<file path="config.mk">
export PLATFORM = sky130hd
export DESIGN_NAME = strip_fill_monitor
export DESIGN_NICKNAME = d
export VERILOG_FILES = /design/src/rtl/strip_mon_pkg.sv /design/src/rtl/smon_field_edge.sv /design/src/rtl/smon_level_cmp.sv /design/src/rtl/smon_fault_det.sv /design/src/rtl/strip_fill_monitor.sv
export SDC_FILE = /design/constraint.sdc
export NUM_CORES = 1
export LEC_CHECK = 0
export ABC_AREA = 1
export BUFFER_PORTS_ARGS = -buffer_cell sky130_fd_sc_hd__buf_2
export CORE_MARGIN = 10
export CORE_UTILIZATION = 45
export DETAILED_ROUTE_END_ITERATION = 16
export GPL_TIMING_DRIVEN = 0
export PLACE_DENSITY = 0.77
export SYNTH_ARGS = -nofsm -noshare
export SYNTH_HDL_FRONTEND = slang
export SYNTH_SLANG_ARGS = --single-unit
</file>
<file path="constraint.sdc">
create_clock -name clk -period 3.2 [get_ports clk]
set_input_delay 0.48 -clock clk [delete_from_list [all_inputs] [get_ports clk]]
set_output_delay 0.48 -clock clk [all_outputs]
set_load 0.005 [all_outputs]
</file>
<file path="src/rtl/strip_mon_pkg.sv">
package strip_mon_pkg;
  typedef enum logic {
    XFER_DECOMP = 1'b0,
    XFER_COMP   = 1'b1
  } xfer_mode_e;

  function automatic logic [15:0] free_entries(input logic [15:0] cap_v, input logic [15:0] occ_v);
    return (cap_v > occ_v) ? (cap_v - occ_v) : 16'd0;
  endfunction
endpackage

</file>
<file path="src/rtl/smon_field_edge.sv">
module smon_field_edge (
  input  logic clk,
  input  logic rst,
  input  logic fld_end_n,
  output logic fld_start
);
  logic prev_q;

  always_ff @(posedge clk) begin
    if (rst) prev_q <= 1'b1;
    else     prev_q <= fld_end_n;
  end

  assign fld_start = fld_end_n & ~prev_q;

  // a field start is a single-cycle event
  p_start_once_r5: assert property (@(posedge clk) disable iff (rst)
    fld_start |=> !fld_start);
endmodule

</file>
<file path="src/rtl/smon_level_cmp.sv">
module smon_level_cmp
  import strip_mon_pkg::*;
#(
  parameter int OCC_W  = 12,
  parameter int MARGIN = 16
) (
  input  xfer_mode_e       mode,
  input  logic             idle,
  input  logic [OCC_W-1:0] occ,
  input  logic [OCC_W-1:0] cap,
  input  logic [OCC_W-1:0] line_thr,
  output logic             near
);
  localparam logic [15:0] MARGIN_V = 16'(MARGIN);
  logic [15:0] free_v;
  logic        near_full;
  logic        near_empty;

  always_comb begin
    free_v     = free_entries(16'(cap), 16'(occ));
    near_full  = (free_v <= MARGIN_V);
    near_empty = (occ < line_thr);
    near       = 1'b0;
    if (!idle) near = (mode == XFER_COMP) ? near_full : near_empty;
  end
endmodule

</file>
<file path="src/rtl/smon_fault_det.sv">
module smon_fault_det
  import strip_mon_pkg::*;
#(
  parameter int OCC_W = 12
) (
  input  xfer_mode_e       mode,
  input  logic             idle,
  input  logic [OCC_W-1:0] occ,
  input  logic [OCC_W-1:0] cap,
  input  logic             wr_stb,
  input  logic             rd_stb,
  output logic             fault
);
  logic over_f;
  logic under_f;

  always_comb begin
    over_f  = wr_stb && (occ >= cap);
    under_f = rd_stb && (occ == '0);
    fault   = 1'b0;
    if (!idle) fault = (mode == XFER_COMP) ? over_f : under_f;
  end
endmodule

</file>
<file path="src/rtl/strip_fill_monitor.sv">
module strip_fill_monitor
  import strip_mon_pkg::*;
#(
  parameter int OCC_W  = 12,
  parameter int MARGIN = 16
) (
  input  logic             clk,
  input  logic             rst,
  input  logic             comp_mode,
  input  logic             idle,
  input  logic [OCC_W-1:0] occ,
  input  logic [OCC_W-1:0] cap,
  input  logic [OCC_W-1:0] line_thr,
  input  logic             wr_stb,
  input  logic             rd_stb,
  input  logic             fld_end_n,
  output logic             busy_o,
  output logic             err_o
);
  xfer_mode_e mode;
  logic near, fault, fld_start;
  logic lock_q, lock_n, err_n, busy_n;

  assign mode = xfer_mode_e'(comp_mode);

  smon_field_edge u_edge (
    .clk(clk), .rst(rst), .fld_end_n(fld_end_n), .fld_start(fld_start)
  );

  smon_level_cmp #(.OCC_W(OCC_W), .MARGIN(MARGIN)) u_level (
    .mode(mode), .idle(idle), .occ(occ), .cap(cap), .line_thr(line_thr), .near(near)
  );

  smon_fault_det #(.OCC_W(OCC_W)) u_fault (
    .mode(mode), .idle(idle), .occ(occ), .cap(cap),
    .wr_stb(wr_stb), .rd_stb(rd_stb), .fault(fault)
  );

  always_comb begin
    lock_n = (fault && near) || (lock_q && !fld_start);
    err_n  = fault || (err_o && !fld_start);
    busy_n = !idle && (near || lock_n);
  end

  always_ff @(posedge clk) begin
    if (rst) begin
      lock_q <= 1'b0;
      err_o  <= 1'b0;
      busy_o <= 1'b1;
    end else begin
      lock_q <= lock_n;
      err_o  <= err_n;
      busy_o <= busy_n;
    end
  end

  // idle forces busy low on the next cycle
  p_idle_quiet_r3: assert property (@(posedge clk) disable iff (rst)
    idle |=> !busy_o);
  // a corruption event sets the error flag
  p_err_set_r4: assert property (@(posedge clk) disable iff (rst)
    fault |=> err_o);
  // the error flag only drops at a field start
  p_err_hold_r5: assert property (@(posedge clk) disable iff (rst)
    (err_o && !fld_start) |=> err_o);
  // a held busy persists until the field start unless idle
  p_lock_busy_r6: assert property (@(posedge clk) disable iff (rst)
    (lock_q && !fld_start && !idle) |=> busy_o);
endmodule

</file>
==> flow_summary_export.csv <==
group,metric,value,unit
logic_synthesis,ys_async_sr_fraction,0,%
clock_network,postCtsHoldBufs,0,
global_route,grtUsageTotal,11.6,%
sta,timing.final.ws_setup,1030,ps
die,die_area,5390,um^2
route,drc_errors,0,
logic_synthesis,syn-cell-area,1280,um^2
placed_design,place.gp.congestion,0.838,
power,p_leak,1.02,nW
critical_path,start_kind,"input port",
sta,min_period,2170,ps
die,dieHeight,73.4,um
clock_network,cts.path.max_buffers,2,
sta,fin_crit_sh,67.9,%
sta,tightest_slew,231,ps
layout,antenna_cells,0,
critical_path,crit_path_max_fanout,3,
power,p_seq_share,16.3,%
route,routedWlPerCell,10.7,um
status,status,"complete, no violations",
logic_synthesis,ys_seq_area_share,6.23,%
logic_synthesis,synth_warnings,0,
flow_run,maxCapViolations,0,
global_route,grt_pass1_wl,5380,um
sta,fin_skew,3.10,ps
critical_path,arrival,2360,ps
logic_synthesis,synth_commonest_cells,"nand2_1, inv_1, ha_1",
clock_network,cts_inserted_buffers,3,
clock_network,clock_latency,240,ps
die,core-area,2730,um^2
clock_network,cts_sinks,4,
critical_path,cp-end-kind,"flip-flop",
power,clkPwrFrac,19.4,%
logic_synthesis,syn_nets,298,
layout,final_nets,347,
global_route,antenna_found_initial,0,
layout,drive_gt1_share,20.1,%
logic_synthesis,synth_edf_count,0,
logic_synthesis,synth.distinct_cells,27,
global_route,grt_overflow_total,0,
die,io_pins,45,
sta,setup_tns,0,ps
power,p_per_area,210,nW/um^2
logic_synthesis,synth-seq-cells,4,
clock_network,cts.clk_slew.worst_paths,40,ps
clock_network,cts_tree,"built",
sta,setup_viol,0,
die,start_util,47.0,%
placed_design,dpl_worst_slack,803,ps
logic_synthesis,synth_ff_type,"dfxtp_1",
power,p_int,0.000184,W
layout,syn2layout_area_growth,21.9,%
sta,slew_viol_final,0,
route,detail-route-antenna-nets,0,
sta,hold_viol,0,
placed_design,io_buffers,44,
hold_path,hp-class,"in -> reg",
clock_network,cts_root_buf,"clkbuf_4",
global_route,grt_start_max_net_pins,8,
critical_path,crit_required,3380,ps
logic_synthesis,synth_most_common_cell,"nand2_1",
sta,rsz0062_at_grt,"false",
logic_synthesis,yosys-top-cells-area,"nand2_1, ha_1, inv_1",
logic_synthesis,synth_top_area_share,23.4,%
power,p_switching,0.000145,W
power,ir_drop,0.283,mV
die,die_w,73.4,um
route,drt-initial-drc-count,71,
clock_network,postCtsSetupRepairBufs,0,
route,dr_total_vias,1486,
route,drt-total-wl,3300,um
sta,relSlewSlack,84.4,%
sta,fmax,460,MHz
power,combPwrFrac,64.4,%
logic_synthesis,syn_inst,231,
critical_path,worstSetupPathType,"in -> reg",
placed_design,hpwl,2970,um
power,switching_share,44.0,%
route,dr.pass1.iters,5,
layout,utilization,57.3,%
logic_synthesis,synth_top_area_cell,"nand2_1",
clock_network,htreeDepth,1,
route,avgViaCountPerCell,4.81,
global_route,grt_pass1_vias,1399,
die,rows,19,
logic_synthesis,avgSynthCellArea,5.56,um^2
clock_network,cts_resized,0,
flip-flops by register name (all words and copies together) (netlist names):
register,cells
err_o,1
u_edge.prev_q,1
busy_o,1
lock_q,1
stage by stage:
step / cells / power [W] / area [um^2] / hold WS, ps
after floorplan: 231 / 0.000204 / 1280 / 453
after global placement: 306 / 0.000261 / 1540 / 468
after detailed placement: 306 / 0.000265 / 1540 / 464
after CTS: 309 / 0.000332 / 1570 / 405
after global routing: 309 / 0.000368 / 1570 / 417
final: 309 / 0.000329 / 1570 / 414
per-layer routing:
layer / GRT usage [%] / wire (um) / up-vias
li1: - / - / 823
met1: 15.1 / 1590 / 630
met2: 19.6 / 1540 / 33
met3: 2.96 / 162 / 0
met4: 0.621 / 0 / 0
met5: 0 / 0 / -
worst max-delay path, cell delays in order:
cell     delay [ps]
buf_2           120
ha_1            220
fa_1            410
inv_1            90
nand3_1          80
nand2_1         110
nand2_1          70
nand2_1          80
nand2_1          50
nand2_1          70
nand2_1          50
nor2_1          110
nand4_1         110
nand2_1          90
nand3_2          70
nand2_1          60
nand2_1          40
nand2_1          40
final timing paths:
path | startpoint | to | slack, ps | depth (start not counted)
setup / recovery | occ[0] | busy_o$_SDFF_PP1_ | 1030 | 18
hold / removal | rst | err_o$_SDFF_PP0_ | 410 | 2
setup reg to reg | u_edge.prev_q$_SDFF_PP1_ | lock_q$_SDFF_PP0_ | 2460 | 4
hold reg to reg | lock_q$_SDFF_PP0_ | lock_q$_SDFF_PP0_ | 470 | 2
cells in the final DEF (no fill, tap or decap), types with 3 or more instances in the layout:
cell,count
inv_2,3
nand3b_1,6
ha_1,23
dfxtp_1,4
a21oi_1,12
clkbuf_4,3
buf_2,44
nand3_1,15
nor2_1,14
nand2_1,80
nand4_1,5
inv_1,52
power groups by stage:
stage                     Clock (W)  Sequential, W  Combinational, W
after floorplan                   0      0.0000546          0.000150
after global placement            0      0.0000544          0.000207
after detailed placement          0      0.0000545          0.000211
after CTS                 0.0000660      0.0000536          0.000212
after global routing      0.0000682      0.0000538          0.000246
final                     0.0000638      0.0000536          0.000212
cells by family after synthesis:
kind of cell,count (synthesis),share of synthesized area (%)
flip-flops,4,6.23
AND/OR/NAND/NOR,126,42.4
AO/OA/AOI/OAI,21,11.1
buffers and inverters,56,16.4
adder cells (fa/ha/maj),24,24.0
layout make-up:
class | count | area [um^2]
Multi-Input combinational cell | 171 | 995
Clock buffer | 3 | 22.5
Inverter | 56 | 210
Timing Repair Buffer | 44 | 220
Sequential cell | 4 | 80.1
Fill cell | 304 | 1170
Tap cell | 31 | 38.8
Power figures use the tool's default switching activity.
